**src/rtl/sw_rom_pkg.sv**
```systemverilog
package sw_rom_pkg;
  localparam int CMD_W = 8;

  localparam logic [CMD_W-1:0] OP_SEARCH = 8'hF0;
  localparam logic [CMD_W-1:0] OP_READ   = 8'h33;
  localparam logic [CMD_W-1:0] OP_MATCH  = 8'h55;
  localparam logic [CMD_W-1:0] OP_SKIP   = 8'hCC;
  localparam logic [CMD_W-1:0] OP_ALARM  = 8'hEC;

  typedef enum logic [2:0] {
    ST_WAIT,
    ST_CMD,
    ST_READ,
    ST_MATCH,
    ST_S_TRUE,
    ST_S_CMP,
    ST_S_DIR,
    ST_SEL
  } rom_st_e;
endpackage

```
**src/rtl/sw_rom_cmd_rx.sv**
```systemverilog
module sw_rom_cmd_rx #(
  parameter int W = 8
) (
  input  logic         clk_i,
  input  logic         rst_ni,
  input  logic         clr_i,
  input  logic         en_i,
  input  logic         bit_i,
  output logic         done_o,
  output logic [W-1:0] byte_o
);
  localparam int CW = (W > 1) ? $clog2(W) : 1;
  localparam logic [CW-1:0] LAST = CW'(W - 1);

  logic [W-1:0]  sr_q;
  logic [CW-1:0] cnt_q;

  // lsb first: new bit enters at the top and moves down
  assign byte_o = {bit_i, sr_q[W-1:1]};
  assign done_o = en_i && !clr_i && (cnt_q == LAST);

  always_ff @(posedge clk_i or negedge rst_ni) begin
    if (!rst_ni) begin
      sr_q  <= '0;
      cnt_q <= '0;
    end else if (clr_i) begin
      cnt_q <= '0;
    end else if (en_i) begin
      sr_q  <= byte_o;
      cnt_q <= (cnt_q == LAST) ? '0 : cnt_q + 1'b1;
    end
  end
endmodule

```
**src/rtl/sw_rom_id_ptr.sv**
```systemverilog
module sw_rom_id_ptr #(
  parameter int ID_W = 64
) (
  input  logic            clk_i,
  input  logic            rst_ni,
  input  logic            clr_i,
  input  logic            inc_i,
  input  logic [ID_W-1:0] id_i,
  output logic            bit_o,
  output logic            last_o
);
  localparam int IW = $clog2(ID_W);
  localparam logic [IW-1:0] LAST = IW'(ID_W - 1);

  logic [IW-1:0] idx_q;

  assign bit_o  = id_i[idx_q];
  assign last_o = (idx_q == LAST);

  always_ff @(posedge clk_i or negedge rst_ni) begin
    if (!rst_ni)     idx_q <= '0;
    else if (clr_i)  idx_q <= '0;
    else if (inc_i)  idx_q <= last_o ? '0 : idx_q + 1'b1;
  end
endmodule

```
**src/rtl/sw_rom_fsm.sv**
```systemverilog
module sw_rom_fsm
  import sw_rom_pkg::*;
(
  input  logic             clk_i,
  input  logic             rst_ni,
  input  logic             bus_reset_i,
  input  logic             rx_valid_i,
  input  logic             rx_bit_i,
  input  logic             rd_req_i,
  input  logic             alarm_i,
  input  logic             cmd_done_i,
  input  logic [CMD_W-1:0] cmd_byte_i,
  input  logic             id_bit_i,
  input  logic             id_last_i,
  output rom_st_e          st_o,
  output logic             cmd_en_o,
  output logic             ptr_clr_o,
  output logic             ptr_inc_o,
  output logic             tx_drive_o,
  output logic             tx_bit_o,
  output logic             selected_o
);
  rom_st_e st_q, st_d;

  assign st_o     = st_q;
  assign cmd_en_o = (st_q == ST_CMD) && rx_valid_i;

  always_comb begin
    st_d      = st_q;
    ptr_clr_o = 1'b0;
    ptr_inc_o = 1'b0;
    if (bus_reset_i) begin
      st_d      = ST_CMD;
      ptr_clr_o = 1'b1;
    end else begin
      unique case (st_q)
        ST_CMD: if (cmd_done_i) begin
          ptr_clr_o = 1'b1;
          unique case (cmd_byte_i)
            OP_SEARCH: st_d = ST_S_TRUE;
            OP_ALARM:  st_d = alarm_i ? ST_S_TRUE : ST_WAIT;
            OP_READ:   st_d = ST_READ;
            OP_MATCH:  st_d = ST_MATCH;
            OP_SKIP:   st_d = ST_SEL;
            default:   st_d = ST_WAIT;
          endcase
        end
        ST_READ: if (rd_req_i) begin
          if (id_last_i) st_d = ST_SEL;
          else           ptr_inc_o = 1'b1;
        end
        ST_MATCH: if (rx_valid_i) begin
          if (rx_bit_i != id_bit_i) st_d = ST_WAIT;
          else if (id_last_i)       st_d = ST_SEL;
          else                      ptr_inc_o = 1'b1;
        end
        ST_S_TRUE: if (rd_req_i) st_d = ST_S_CMP;
        ST_S_CMP:  if (rd_req_i) st_d = ST_S_DIR;
        ST_S_DIR: if (rx_valid_i) begin
          if (rx_bit_i != id_bit_i) st_d = ST_WAIT;
          else if (id_last_i)       st_d = ST_WAIT;
          else begin
            ptr_inc_o = 1'b1;
            st_d      = ST_S_TRUE;
          end
        end
        default: st_d = st_q;
      endcase
    end
  end

  always_ff @(posedge clk_i or negedge rst_ni) begin
    if (!rst_ni) st_q <= ST_WAIT;
    else         st_q <= st_d;
  end

  assign tx_drive_o = (st_q == ST_READ) || (st_q == ST_S_TRUE) || (st_q == ST_S_CMP);
  assign tx_bit_o   = (st_q == ST_S_CMP) ? ~id_bit_i : id_bit_i;
  assign selected_o = (st_q == ST_SEL);
endmodule

```
**src/rtl/sw_rom_cmd.sv**
```systemverilog
module sw_rom_cmd
  import sw_rom_pkg::*;
#(
  parameter int ID_W = 64
) (
  input  logic            clk_i,
  input  logic            rst_ni,
  input  logic            bus_reset_i,
  input  logic            rx_valid_i,
  input  logic            rx_bit_i,
  input  logic            rd_req_i,
  input  logic            alarm_i,
  input  logic [ID_W-1:0] id_i,
  output logic            tx_drive_o,
  output logic            tx_bit_o,
  output logic            selected_o
);
  rom_st_e          st;
  logic             cmd_en, cmd_done;
  logic [CMD_W-1:0] cmd_byte;
  logic             ptr_clr, ptr_inc, id_bit, id_last;

  sw_rom_cmd_rx #(.W(CMD_W)) u_rx (
    .clk_i  (clk_i),
    .rst_ni (rst_ni),
    .clr_i  (bus_reset_i),
    .en_i   (cmd_en),
    .bit_i  (rx_bit_i),
    .done_o (cmd_done),
    .byte_o (cmd_byte)
  );

  sw_rom_id_ptr #(.ID_W(ID_W)) u_ptr (
    .clk_i  (clk_i),
    .rst_ni (rst_ni),
    .clr_i  (ptr_clr),
    .inc_i  (ptr_inc),
    .id_i   (id_i),
    .bit_o  (id_bit),
    .last_o (id_last)
  );

  sw_rom_fsm u_fsm (
    .clk_i       (clk_i),
    .rst_ni      (rst_ni),
    .bus_reset_i (bus_reset_i),
    .rx_valid_i  (rx_valid_i),
    .rx_bit_i    (rx_bit_i),
    .rd_req_i    (rd_req_i),
    .alarm_i     (alarm_i),
    .cmd_done_i  (cmd_done),
    .cmd_byte_i  (cmd_byte),
    .id_bit_i    (id_bit),
    .id_last_i   (id_last),
    .st_o        (st),
    .cmd_en_o    (cmd_en),
    .ptr_clr_o   (ptr_clr),
    .ptr_inc_o   (ptr_inc),
    .tx_drive_o  (tx_drive_o),
    .tx_bit_o    (tx_bit_o),
    .selected_o  (selected_o)
  );
endmodule

```
**config.mk**
```make
export PLATFORM = sky130hd
export DESIGN_NAME = sw_rom_cmd
export DESIGN_NICKNAME = d
export VERILOG_FILES = /design/src/rtl/sw_rom_pkg.sv /design/src/rtl/sw_rom_cmd_rx.sv /design/src/rtl/sw_rom_id_ptr.sv /design/src/rtl/sw_rom_fsm.sv /design/src/rtl/sw_rom_cmd.sv
export SDC_FILE = /design/constraint.sdc
export NUM_CORES = 1
export LEC_CHECK = 0
export BUFFER_PORTS_ARGS = -buffer_cell sky130_fd_sc_hd__buf_4
export CELL_PAD_IN_SITES_DETAIL_PLACEMENT = 1
export CELL_PAD_IN_SITES_GLOBAL_PLACEMENT = 1
export CORE_MARGIN = 2
export CORE_UTILIZATION = 37
export CTS_CLUSTER_DIAMETER = 60
export DETAILED_ROUTE_END_ITERATION = 6
export PLACE_DENSITY_LB_ADDON = 0.1
export SLEW_MARGIN = 25
export SYNTH_ARGS = -nofsm -noshare
export SYNTH_HDL_FRONTEND = slang
export SYNTH_SLANG_ARGS = --single-unit
```
**constraint.sdc**
```tcl
create_clock -name clk_i -period 3.1 [get_ports clk_i]
set_input_delay 0.465 -clock clk_i [delete_from_list [all_inputs] [get_ports clk_i]]
set_output_delay 0.465 -clock clk_i [all_outputs]
set_load 0.005 [all_outputs]
```
== Word-level counts from Yosys, hierarchy flattened ==
Index checks and enable logic that the tools add are counted.

* Word-level logic and storage cells: 74
* Register bits: 20
* Output and inout port bits: 3
* Input port bits: 71

* Bitwise gates (word level): 2
* Magnitude comparators: 1
* Add/sub/neg operators: 2
* Reduce and logical (&&, ||, !) cells: 12
* Muxes and demuxes: 32
* Equal/unequal tests: 21

{| class="wikitable"
|+ Operators by type and width
! operator !! count
|-
| 3-bit 2-to-1 mux || 15
|-
| 8-bit == test, second input constant || 3
|-
| 6-bit 2-to-1 mux || 3
|-
| 3-bit inequality test, second input constant || 6
|-
| 3-bit one-hot mux with 6 select lines || 1
|-
| 3-bit == test, second input constant || 5
|-
| 3-bit one-hot mux with 5 select lines || 1
|-
| 1-bit 2-to-1 mux || 10
|-
| 8-bit by 6-bit == test with 1-bit output, second input constant || 1
|-
| 8-bit by 7-bit == test with 1-bit output, second input constant || 1
|-
| 6-bit by 7-bit less-than comparator with 1-bit output, second input constant || 1
|-
| 7-bit AND reduction || 1
|-
| 7-bit nonzero test || 1
|-
| 6-bit by 1-bit adder with 6-bit output, second input constant || 1
|-
| 1-bit binary-select mux with 6-bit select || 1
|-
| 3-bit by 2-bit == test with 1-bit output, second input constant || 2
|-
| 6-bit == test, second input constant || 1
|-
| 2-bit nonzero test || 2
|-
| 3-bit by 1-bit adder with 3-bit output, second input constant || 1
|-
| 3-bit by 1-bit == test with 1-bit output, second input constant || 1
|-
| 1-bit logical AND || 3
|-
| 1-bit logical OR || 2
|-
| 1-bit NOT || 2
|-
| 1-bit one-hot mux with 2 select lines || 1
|-
| 4 further kinds || 4
|}

== Logic depth before layout (Yosys ltp) ==
Gate-level depths: netlist of run 1.

* Depth in word-level cells: 9
* Depth in mapped cells: 10
* Depth with buffers taken out: 10

== By module ==
Synthesis of run 1 repeated with hierarchy kept, for this count alone.

* Cells, all modules: 172
* Area total of the unflattened synthesis: 1860.5 µm²

{| class="wikitable"
|+ Modules (own cells, without submodules)
! module !! seq. area each (µm²) !! cells each !! area an instance (µm²) !! times used
|-
| sw_rom_id_ptr || 150.1 || 80 || 927.1 || 1
|-
| sw_rom_fsm || 75.1 || 61 || 499.2 || 1
|-
| sw_rom_cmd_rx || 250.2 || 31 || 434.2 || 1
|}

== Worst setup path before layout of run 1 ==
No wires, ideal clock.

* Path kind: register to register
* Start: reg u_ptr.idx_q[0]
* End: reg u_ptr.idx_q[3]
* Setup time: 0.078 ns
* Buffers on the path: 2
* Data required time: 3.022 ns
* Arrival: 2.320 ns
* Slack: 0.702 ns
* Period minus slack after synthesis: 2.398 ns
* Stages on the path, launching flop included: 11
* Cell sequence: dfrtp_1 > buf_6 > buf_6 > mux4_2 > a311oi_1 > nand4_1 > o31ai_2 > o21a_2 > nor3_4 > or3_1 > a21oi_1

* Word-level cells in the longest chain between the ends: 8
* Elaborated cells on any way between the ends: 15
* Those cells by class: add/sub: 1; eq/ne: 2; mux: 11; reduce/logical: 1

{| class="wikitable"
|+ Ends and longest elaborated chain
! what !! RTL line !! RTL
|-
| start, declared || sw_rom_id_ptr.sv:15 || <nowiki>logic [IW-1:0] idx_q;</nowiki>
|-
| start signal, assigned || sw_rom_id_ptr.sv:23 || <nowiki>else if (inc_i) idx_q <= last_o ? '0 : idx_q + 1'b1;</nowiki>
|-
| 1-bit binary-select mux with 6-bit select || sw_rom_id_ptr.sv:17 || <nowiki>assign bit_o = id_i[idx_q];</nowiki>
|-
| 1-bit 2-to-1 mux (implied by the code) || sw_rom_id_ptr.sv:17 ||
|-
| 1-bit inequality test || sw_rom_fsm.sv:53, sw_rom_fsm.sv:60 ||
|-
| 1-bit 2-to-1 mux || sw_rom_fsm.sv:53 || <nowiki>if (rx_bit_i != id_bit_i) st_d = ST_WAIT;</nowiki>
|-
| 1-bit 2-to-1 mux || sw_rom_fsm.sv:52 || <nowiki>ST_MATCH: if (rx_valid_i) begin</nowiki>
|-
| 1-bit one-hot mux with 2 select lines || sw_rom_fsm.sv:36 || <nowiki>unique case (st_q)</nowiki>
|-
| 1-bit 2-to-1 mux || sw_rom_fsm.sv:32 || <nowiki>if (bus_reset_i) begin</nowiki>
|-
| 2-bit nonzero test (no line) || -- ||
|}

Parallel ways exist; a longest one is shown, timed or not. The select of a mux whose other input is x is not followed.
A chain may end at the register's enable or synchronous reset.

== Worst setup path in the final report of run 1 ==
* Start: reg u_ptr.idx_q[0]
* End: out tx_bit_o

* Word-level cells in the longest chain between the ends: 4

{| class="wikitable"
|+ Ends and longest elaborated chain
! what !! RTL line !! RTL
|-
| 1-bit binary-select mux with 6-bit select * || sw_rom_id_ptr.sv:17 ||
|-
| 1-bit 2-to-1 mux (implied by the code) * || sw_rom_id_ptr.sv:17 ||
|-
| 1-bit NOT || sw_rom_fsm.sv:78 || <nowiki>assign tx_bit_o = (st_q == ST_S_CMP) ? ~id_bit_i : id_bit_i;</nowiki>
|-
| 1-bit 2-to-1 mux * || sw_rom_fsm.sv:78 ||
|-
| end, declared || sw_rom_cmd.sv:15 || <nowiki>output logic tx_bit_o,</nowiki>
|}

Mark *: on every way between the ends. The rest lies on a longest branch, timed or not. The select of a mux whose other input is x is not followed.

==> results.py, run 1 <==
metrics = {
    "outcome": {
        "status": "completed",
    },
    "grt": {
        "first_pass_grt_wire_length_um": 9018,
        "grt_pass1_vias": 1818,
        "grt-ovfl-total": 0,
        "antenna_found_initial": 0,
        "grt_max_degree": 22,
        "groute.usage.overall_pct": 18.93,
    },
    "finish": {
        "final_common_cell": "sky130_fd_sc_hd__buf_4",
        "finalNetCount": 338,
        "area_growth_syn_to_layout_pct": 35.86,
        "top_library_cells_by_usage_in_the_layout_fill_and_taps_aside": "sky130_fd_sc_hd__buf_4, sky130_fd_sc_hd__nor2_1, sky130_fd_sc_hd__dfrtp_1",
        "post_layout_instance_area_sq_mm": 0.002603,
        "drive_above_1_share_pct": 42.21,
        "n_antenna_cell": 0,
    },
    "worst_setup_path": {
        "critPathCaptureType": "output port",
        "critPathRequiredTime_ns": 2.63,
        "worstSetupPathType": "reg -> out",
        "timing.critical_path.slowest_cell_delay_ns": 0.57,
        "critPathLaunchType": "flip-flop",
        "crit_path_top_delay_cell": "sky130_fd_sc_hd__mux4_1",
        "maximum_fanout_encountered_on_the_critical_timing_path": 5,
        "timing.critical_path.mode_cell": "sky130_fd_sc_hd__buf_4",
        "cp_cell_sequence": "clkbuf_2 -> buf_4 -> mux4_1 -> o211a_1 -> o31ai_2 -> nor2_1 -> xor2_1 -> buf_4",
        "cp.arrival_ns": 2.55,
    },
    "placed_design": {
        "port-buffer-count": 73,
        "detailed_place_hpwl_um": 4237,
        "gpl.final_weighted_congestion": 0.7861,
        "placed_area_sq_mm": 0.002504,
        "dpl_worst_slack_ns": 0.2540,
    },
    "die": {
        "rows": 26,
        "die-area_sq_mm": 0.005769,
        "dieWidth_um": 75.96,
        "pin_count": 74,
        "placeableCoreArea_sq_mm": 0.005042,
        "chipHeight_um": 75.96,
        "floorplan.initialDensity_pct": 37.99,
    },
    "clock_tree": {
        "clock_tree.buffer_depth": 2,
        "number_of_levels_the_h_tree_was_split_into": 1,
        "clkSinkCount": 19,
        "clk-insertion-delay-late_ns": 0.26,
        "cts_hold_repair.buffers": 0,
        "tritoncts": "yes",
        "clk_pin_slew_ns": 0.08,
        "clockRootBuffer": "sky130_fd_sc_hd__clkbuf_8",
        "numCtsBuffers": 3,
    },
    "yosys": {
        "synthArstFlopShare_pct": 100.0,
        "postSynthRegisterBits": 19,
        "ys_warn_count": 0,
        "synth_edf_count": 0,
        "synth-seq-area-share_pct": 24.82,
        "synth.net_count": 263,
        "synth.avg_cell_area_sq_um": 10.14,
        "syn_inst": 189,
        "syn_area_sq_mm": 0.001916,
        "count_of_cell_types_in_the_netlist": 50,
        "yosys_most_used_dff": "sky130_fd_sc_hd__dfrtp_1",
    },
    "power_and_ir_drop": {
        "leakage_uw": 0.001136,
        "power_per_cell_area_mw_per_mm2": 271.7,
        "vdd_ir_drop_max_uv": 366.6,
    },
    "drt": {
        "routed_wirelength_um": 5599,
        "drt_pass1_iterations": 4,
        "route.detailed.drc": 0,
        "route.detailed.wl_per_inst_um": 16.81,
        "drt_first_iter_violations": 94,
        "routed-via-count": 1840,
        "viasPerCell": 5.526,
        "antenna_violating_nets_post_route": 0,
    },
    "sta": {
        "pnr_worst_setup_slack_ns": 0.08587,
        "maxClockFrequency_mhz": 331.8,
        "report.final.hold_viol_count": 0,
        "period_share_pct": 97.23,
        "max-slew-margin-rel_pct": 61.06,
        "fin_crit_ns": 3.014,
        "timing.final.setup_violations": 0,
        "tightestPinTransition_ns": 0.5829,
        "worst_clock_skew_ns": 0.004462,
        "finalMaxSlewViolations": 0,
    },
    "flow_run": {
        "cap_violations": 0,
    },
    "worst_hold_path": {
        "min-delay-path-class": "in -> async",
    },
}
## per-stage QoR
stage,setup TNS (ns),util [%],std cells,hold WS [ns],total power (uW)
2_1_floorplan,0,-,189,0.1694,422.9
3_3_place_gp,0,49.65,323,0.3624,522.0
3_5_place_dp,0,49.65,323,0.3622,528.9
4_1_cts,0,50.65,327,0.07108,716.9
5_1_grt,-0.04058,51.61,333,0.07638,752.0
6_report,0,51.61,333,0.06740,707.1
## what timing repair did
action / CTS / global route
gates cloned: 0 / 0
hold endpoints to repair: 0 / 0
endpoints found under the setup margin: 1 / 1
pin swaps: 0 / 1
resized for setup: 1 / 2
buffers inserted: 0 / 6
## where the power goes
| part | leakage (uW) | switching [uW] | internal [uW] |
|---|---|---|---|
| registers | 0.000243 | 49.6 | 286 |
| clock network | 0.0000217 | 91.9 | 90.8 |
| logic | 0.000871 | 58.1 | 131 |
| total | 0.00114 | 200 | 508 |
## kinds of logic after synthesis
family | synth area share [%]
XOR/XNOR | 2.679
buffers and inverters | 5.814
flip-flops | 24.82
AND/OR/NAND/NOR | 20.64
multiplexers | 27.24
adder cells (fa/ha/maj) | 1.960
AO/OA/AOI/OAI | 16.85
## path summary, 6_finish.rpt
path                                startpoint        endpoint  slack (ns)  cells after the start
min in group clk_i                 bus_reset_i   u_rx.cnt_q[2]        0.42                      2
worst max-delay path            u_ptr.idx_q[0]        tx_bit_o        0.09                      8
worst max register to register  u_ptr.idx_q[0]  u_ptr.idx_q[3]        0.37                     11
worst min-delay path                    rst_ni   u_fsm.st_o[1]        0.07                      1
worst min register to register   u_rx.cnt_q[2]   u_rx.cnt_q[2]        0.54                      2
max in group asynchronous               rst_ni  u_ptr.idx_q[0]        2.80                      1
## sequential cells by signal, indices dropped and copies added (netlist names)
signal	count
u_rx.sr_q	7
u_fsm.st_o	3
u_ptr.idx_q	6
u_rx.cnt_q	3
## worst max-delay path: cells and delay by family, from the launching register on
family	cells	cell delay, ns
AOI/OAI and AO/OA	2	0.50
xor gates and xnor gates	1	0.18
buffers and inverters	3	0.46
DFF	1	0.42
muxes	1	0.57
and+or+nand+nor	1	0.15
## synth_stat cells (all sizes together) (4+ instances only)
| cell type | number | area, sq um |
|---|---|---|
| mux2 | 7 | 78.83 |
| clkbuf | 8 | 33.79 |
| nand2 | 10 | 37.54 |
| inv | 7 | 26.28 |
| nor2b | 5 | 31.28 |
| nor4bb | 6 | 60.06 |
| nor3 | 6 | 46.30 |
| buf | 6 | 51.30 |
| dfrtp | 19 | 475.5 |
| nor2 | 19 | 71.32 |
| nand3b | 4 | 30.03 |
| o21ai | 11 | 55.05 |
| mux4 | 13 | 322.8 |
| a21oi | 10 | 50.05 |
| mux2i | 12 | 120.1 |
## metal layers
layer | share of wire, % | up-vias | wire [um] | global-route usage (%)
met5 | 0 | - | 0 | 0
met4 | 0.43 | 0 | 24 | 2.727
met3 | 3.6 | 4 | 204 | 3.571
met2 | 48 | 43 | 2711 | 29.64
met1 | 47 | 916 | 2659 | 27.98
li1 | - | 877 | - | -
## area by class of cell
cell class | instances | area [sq um]
inverters | 7 | 26.28
flip-flops and latches | 19 | 476.7
multi-input cells | 149 | 1335
well taps | 70 | 87.58
repair buffers | 84 | 628.1
fillers | 581 | 2440
clock inverters | 1 | 7.507
clock buffers | 3 | 41.29
Note: power is estimated with default switching activity, not from simulation.
==> inputs of run 2 (changes only) <==
GPL_TIMING_DRIVEN = 0   (was not set)
==> results.py, run 2 (synthesized netlist as in run 1, its figures left out) <==
metrics = {
    "sta": {
        "maxClockFrequency_mhz": 339.4,
        "tightestPinTransition_ns": 0.5608,
        "timing.final.setup_violations": 0,
        "report.final.hold_viol_count": 0,
        "finalMaxSlewViolations": 0,
        "worst_clock_skew_ns": 0.001393,
        "summed_negative_setup_slack_over_all_endpoints_ns": 0,
        "max-slew-margin-rel_pct": 62.22,
        "pnr_worst_setup_slack_ns": 0.1532,
        "period_share_pct": 95.06,
        "fin_crit_ns": 2.947,
    },
    "finish": {
        "n_antenna_cell": 0,
        "finalNetCount": 341,
        "largest_register_ff_count": 7,
        "drive_above_1_share_pct": 40.60,
        "reg_top3": "u_rx.sr_q x7, u_ptr.idx_q x6",
        "filler_instances": 574,
        "top_library_cells_by_usage_in_the_layout_fill_and_taps_aside": "sky130_fd_sc_hd__buf_4, sky130_fd_sc_hd__nor2_1, sky130_fd_sc_hd__dfrtp_1",
        "post_layout_instance_area_sq_mm": 0.002623,
        "area_growth_syn_to_layout_pct": 36.90,
        "finalCoreUtilization_pct": 52.01,
        "final_common_cell": "sky130_fd_sc_hd__buf_4",
        "largest-register": "u_rx.sr_q",
    },
    "clock_tree": {
        "numCtsBuffers": 3,
        "clk_pin_slew_ns": 0.08,
        "number_of_levels_the_h_tree_was_split_into": 1,
        "cts_hold_repair.buffers": 0,
        "clockRootBuffer": "sky130_fd_sc_hd__clkbuf_8",
        "clk-insertion-delay-late_ns": 0.27,
        "tritoncts": "yes",
        "clock_tree.buffer_depth": 2,
        "clkSinkCount": 19,
    },
    "drt": {
        "drt_first_iter_violations": 51,
        "antenna_violating_nets_post_route": 0,
        "route.detailed.drc": 0,
        "routed_wirelength_um": 5526,
        "drt_pass1_iterations": 4,
        "route.detailed.wl_per_inst_um": 16.45,
        "viasPerCell": 5.432,
        "routed-via-count": 1825,
    },
    "power_and_ir_drop": {
        "switching_power_uw": 199.4,
        "clock_power_share_pct": 26.1,
        "leakage_uw": 0.001129,
        "power_per_cell_area_mw_per_mm2": 270.0,
        "p_seq_share_pct": 47.3,
        "switching_share_pct": 28.15,
        "internal_power_uw": 508.8,
        "combinationalPowerShare_pct": 26.5,
        "vdd_ir_drop_max_uv": 330.3,
    },
    "worst_setup_path": {
        "critPathRequiredTime_ns": 2.63,
        "worstSetupPathType": "reg -> out",
        "timing.critical_path.mode_cell": "sky130_fd_sc_hd__buf_6",
        "reg2reg_to": "u_ptr.idx_q[1]",
        "r2r_slack_ns": 0.37,
        "critPathLaunchType": "flip-flop",
        "cp_cell_sequence": "buf_6 -> buf_6 -> mux4_2 -> a311oi_2 -> nand4_1 -> o31ai_2 -> nor2_2 -> xor2_1 -> buf_4",
        "critPathCaptureType": "output port",
        "crit_path_top_delay_cell": "sky130_fd_sc_hd__mux4_2",
        "r2r_start": "u_ptr.idx_q[0]",
        "cp.arrival_ns": 2.48,
        "timing.critical_path.slowest_cell_delay_ns": 0.54,
        "maximum_fanout_encountered_on_the_critical_timing_path": 10,
        "reg2regPathDepth": 9,
    },
    "grt": {
        "first_pass_grt_wire_length_um": 9135,
        "antenna_found_initial": 0,
        "groute.usage.overall_pct": 19.16,
        "grt-ovfl-total": 0,
        "grt_max_degree": 20,
        "grt_pass1_vias": 1871,
    },
    "placed_design": {
        "gpl.final_weighted_congestion": 0.8680,
        "dpl_worst_slack_ns": 0.3184,
        "placed_area_sq_mm": 0.002551,
        "detailed_place_hpwl_um": 4474,
        "port-buffer-count": 73,
    },
    "die": {
        "rows": 26,
        "floorplan.initialDensity_pct": 37.99,
        "chipHeight_um": 75.96,
        "pin_count": 74,
        "placeableCoreArea_sq_mm": 0.005042,
        "die-area_sq_mm": 0.005769,
        "dieWidth_um": 75.96,
    },
    "outcome": {
        "status": "completed",
    },
    "flow_run": {
        "cap_violations": 0,
    },
    "worst_hold_path": {
        "min-delay-path-class": "in -> async",
    },
}
-- run 2: changes by cell type in the layout (fill, tap and decap cells not counted), sizes merged --
| cell | change |
|---|---|
| clkbuf | +7 |
| buf | -4 |
-- run 2: area by class of cell --
| class | instances | area [sq um] | area share, % |
|---|---|---|---|
| clock buffers | 3 | 41.29 | 1.574 |
| clock inverters | 1 | 7.507 | 0.2863 |
| repair buffers | 73 | 548.0 | 20.90 |
| multi-input cells | 149 | 1350 | 51.48 |
| inverters | 7 | 26.28 | 1.002 |
| flip-flops and latches | 19 | 476.7 | 18.18 |
| plain buffers | 14 | 85.08 | 3.244 |
| well taps | 70 | 87.58 | 3.340 |
-- run 2: worst max-delay path by stage --
stage,from,to,slack [ns],cells past startpoint
after floorplan,u_ptr.idx_q[0],u_ptr.idx_q[3],0.70,10
after global routing,u_ptr.idx_q[0],tx_bit_o,-0.0009,9
after global placement,id_i[35],tx_bit_o,0.35,8
final,u_ptr.idx_q[0],tx_bit_o,0.15,9
after CTS,u_ptr.idx_q[0],tx_bit_o,0.02,8
after detailed placement,u_ptr.idx_q[1],tx_bit_o,0.32,8
-- run 2: stage by stage --
stage / std cells / total power (uW) / hold WS, ns
2_1_floorplan: 189 / 422.9 / 0.1694
3_3_place_gp: 332 / 519.9 / 0.3591
3_5_place_dp: 332 / 527.3 / 0.3544
4_1_cts: 336 / 708.7 / 0.06701
5_1_grt: 336 / 747.9 / 0.07171
6_report: 336 / 708.2 / 0.05832
-- run 2: critical path, delay by kind of cell (launching register included) --
kind	cells	cell delay, ns
flip-flops	1	0.38
multiplexers	1	0.54
XOR/XNOR	1	0.17
buffers and inverters	3	0.48
AO/OA/AOI/OAI	2	0.38
AND/OR/NAND/NOR	2	0.26
-- run 2: power groups by stage --
stage / clock network, uW / logic [uW] / registers (uW)
final: 185 / 188 / 335
after global routing: 196 / 207 / 344
after CTS: 185 / 189 / 334
after detailed placement: 0 / 189 / 338
after global placement: 0 / 184 / 336
after floorplan: 0 / 101 / 322
-- run 2: what timing repair did --
item	CTS	global route
setup endpoints to repair	0	1
buffers inserted	0	0
resized for setup	0	4
-- run 2: per-layer routing --
metal / up-vias / global-route usage (%) / routed length [um]
li1: 886 / - / -
met5: - / 0 / 0
met1: 895 / 25.94 / 2471
met3: 2 / 3.810 / 270
met2: 42 / 32.59 / 2768
met4: 0 / 2.727 / 16
==> inputs of run 3 (changes only) <==
CORE_UTILIZATION = 30   (was 37)
==> results.py, run 3 (synthesized netlist as in run 1, its figures left out) <==
metrics = {
    "worst_setup_path": {
        "maximum_fanout_encountered_on_the_critical_timing_path": 4,
        "worstSetupPathType": "reg -> out",
        "critPathLaunchType": "flip-flop",
        "r2r_slack_ns": 0.35,
        "r2r_start": "u_ptr.idx_q[0]",
        "reg2regPathDepth": 10,
        "critPathCaptureType": "output port",
        "critPathRequiredTime_ns": 2.63,
        "reg2reg_to": "u_ptr.idx_q[1]",
        "cp.arrival_ns": 2.51,
    },
    "worst_hold_path": {
        "min-delay-path-class": "in -> async",
    },
    "sta": {
        "worst_clock_skew_ns": 0.003180,
        "maxClockFrequency_mhz": 336.4,
        "timing.final.setup_violations": 0,
        "max-slew-margin-rel_pct": 59.65,
        "fin_crit_ns": 2.973,
        "summed_negative_setup_slack_over_all_endpoints_ns": 0,
        "rsz0062_at_grt": "false",
        "report.final.hold_viol_count": 0,
        "period_share_pct": 95.89,
        "tightestPinTransition_ns": 0.5989,
        "finalMaxSlewViolations": 0,
    },
    "die": {
        "chipHeight_um": 83.91,
        "placeableCoreArea_sq_mm": 0.006277,
        "rows": 29,
        "floorplan.initialDensity_pct": 30.52,
        "pin_count": 74,
        "die-area_sq_mm": 0.007041,
        "dieWidth_um": 83.91,
    },
    "finish": {
        "seq_area_sq_um": 476.7,
        "filler_instances": 727,
        "finalNetCount": 347,
        "top_library_cells_by_usage_in_the_layout_fill_and_taps_aside": "sky130_fd_sc_hd__buf_4, sky130_fd_sc_hd__nor2_1, sky130_fd_sc_hd__dfrtp_1",
        "reg_top3": "u_rx.sr_q x7, u_ptr.idx_q x6",
        "drive_above_1_share_pct": 43.01,
        "n_antenna_cell": 0,
        "final_common_cell": "sky130_fd_sc_hd__buf_4",
        "largest-register": "u_rx.sr_q",
        "area_growth_syn_to_layout_pct": 40.56,
        "multiInputGateArea_sq_mm": 0.001353,
        "largest_register_ff_count": 7,
    },
    "drt": {
        "route.detailed.wl_per_inst_um": 17.19,
        "route.detailed.drc": 0,
        "routed-via-count": 1864,
        "viasPerCell": 5.341,
        "drt_first_iter_violations": 49,
        "drt_pass1_iterations": 4,
        "antenna_violating_nets_post_route": 0,
        "routed_wirelength_um": 6000,
    },
    "clock_tree": {
        "clock_tree.buffer_depth": 2,
        "clk_pin_slew_ns": 0.08,
        "clk-insertion-delay-late_ns": 0.25,
        "cts_hold_repair.buffers": 0,
        "number_of_levels_the_h_tree_was_split_into": 1,
        "clkSinkCount": 19,
        "numCtsBuffers": 3,
        "tritoncts": "yes",
        "clockRootBuffer": "sky130_fd_sc_hd__clkbuf_8",
    },
    "grt": {
        "grt-ovfl-total": 0,
        "grt_max_degree": 20,
        "first_pass_grt_wire_length_um": 9880,
        "groute.usage.overall_pct": 17.18,
        "grt_pass1_vias": 1984,
        "antenna_found_initial": 0,
    },
    "flow_run": {
        "cap_violations": 0,
    },
    "power_and_ir_drop": {
        "power_per_cell_area_mw_per_mm2": 260.0,
        "design_power_total_uw": 700.2,
        "vdd_ir_drop_max_uv": 210.0,
        "leakage_uw": 0.001163,
    },
    "placed_design": {
        "detailed_place_hpwl_um": 4702,
        "gpl.final_weighted_congestion": 0.8022,
        "port-buffer-count": 73,
    },
    "outcome": {
        "status": "completed",
    },
}
## run 3: area by class of cell
cell class              instances  area share [%]
clock buffers                   3           1.533
well taps                      77           3.578
clock inverters                 1          0.1859
repair buffers                 79           22.49
plain buffers                  14           3.299
inverters                       7          0.9758
flip-flops and latches         19           17.70
multi-input cells             149           50.23
## run 3: critical path, cell delays in order (launching register included)
cell and delay [ns]:
sky130_fd_sc_hd__dfrtp_1 0.36, sky130_fd_sc_hd__buf_6 0.12, sky130_fd_sc_hd__clkbuf_4 0.17, sky130_fd_sc_hd__buf_4 0.12, sky130_fd_sc_hd__mux4_2 0.49, sky130_fd_sc_hd__o211a_1 0.27, sky130_fd_sc_hd__o31ai_4 0.34, sky130_fd_sc_hd__nor2_4 0.08
sky130_fd_sc_hd__xor2_2 0.16, sky130_fd_sc_hd__buf_4 0.14
## run 3: repair_timing
item | 4_1_cts | 5_1_grt
resized for setup | 1 | 10
setup endpoints to repair | 1 | 1
buffers inserted | 0 | 6
pin swaps | 0 | 6
## run 3: layer usage
metal / up-vias / wire length (um) / global-route usage (%)
met5: - / 0 / 0
met4: 0 / 25 / 2.639
met3: 2 / 307 / 2.374
met2: 54 / 2915 / 30.69
met1: 917 / 2752 / 22.43
li1: 891 / - / -
## run 3: where the power goes
group / switching [uW] / total, uW / leakage (uW) / internal (uW)
logic: 59.1 / 191 / 0.000895 / 132
registers: 48.5 / 335 / 0.000243 / 286
clock network: 85.2 / 175 / 0.0000255 / 89.3
## run 3: worst max path at each step
stage                         startpoint             end  slack (ns)  depth (start not counted)
after CTS                 u_ptr.idx_q[0]        tx_bit_o        0.04                          9
after detailed placement  u_ptr.idx_q[1]        tx_bit_o        0.28                          9
after floorplan           u_ptr.idx_q[0]  u_ptr.idx_q[3]        0.70                         10
after global placement    u_ptr.idx_q[1]        tx_bit_o        0.26                          9
final                     u_ptr.idx_q[0]        tx_bit_o        0.13                          9
after global routing      u_ptr.idx_q[0]        tx_bit_o        0.02                          9
## run 3: metrics by stage
step / hold WS (ns) / utilization (%) / cells / cell area [sq um] / setup WS (ns)
final: 0.07563 / 42.89 / 349 / 2693 / 0.1274
after global routing: 0.08255 / 42.89 / 349 / 2693 / 0.01664
after CTS: 0.08430 / 41.54 / 343 / 2608 / 0.03663
after detailed placement: 0.3666 / 40.78 / 339 / 2560 / 0.2812
after global placement: 0.3648 / 40.78 / 339 / 2560 / 0.2620
after floorplan: 0.1694 / - / 189 / 1916 / 0.7025
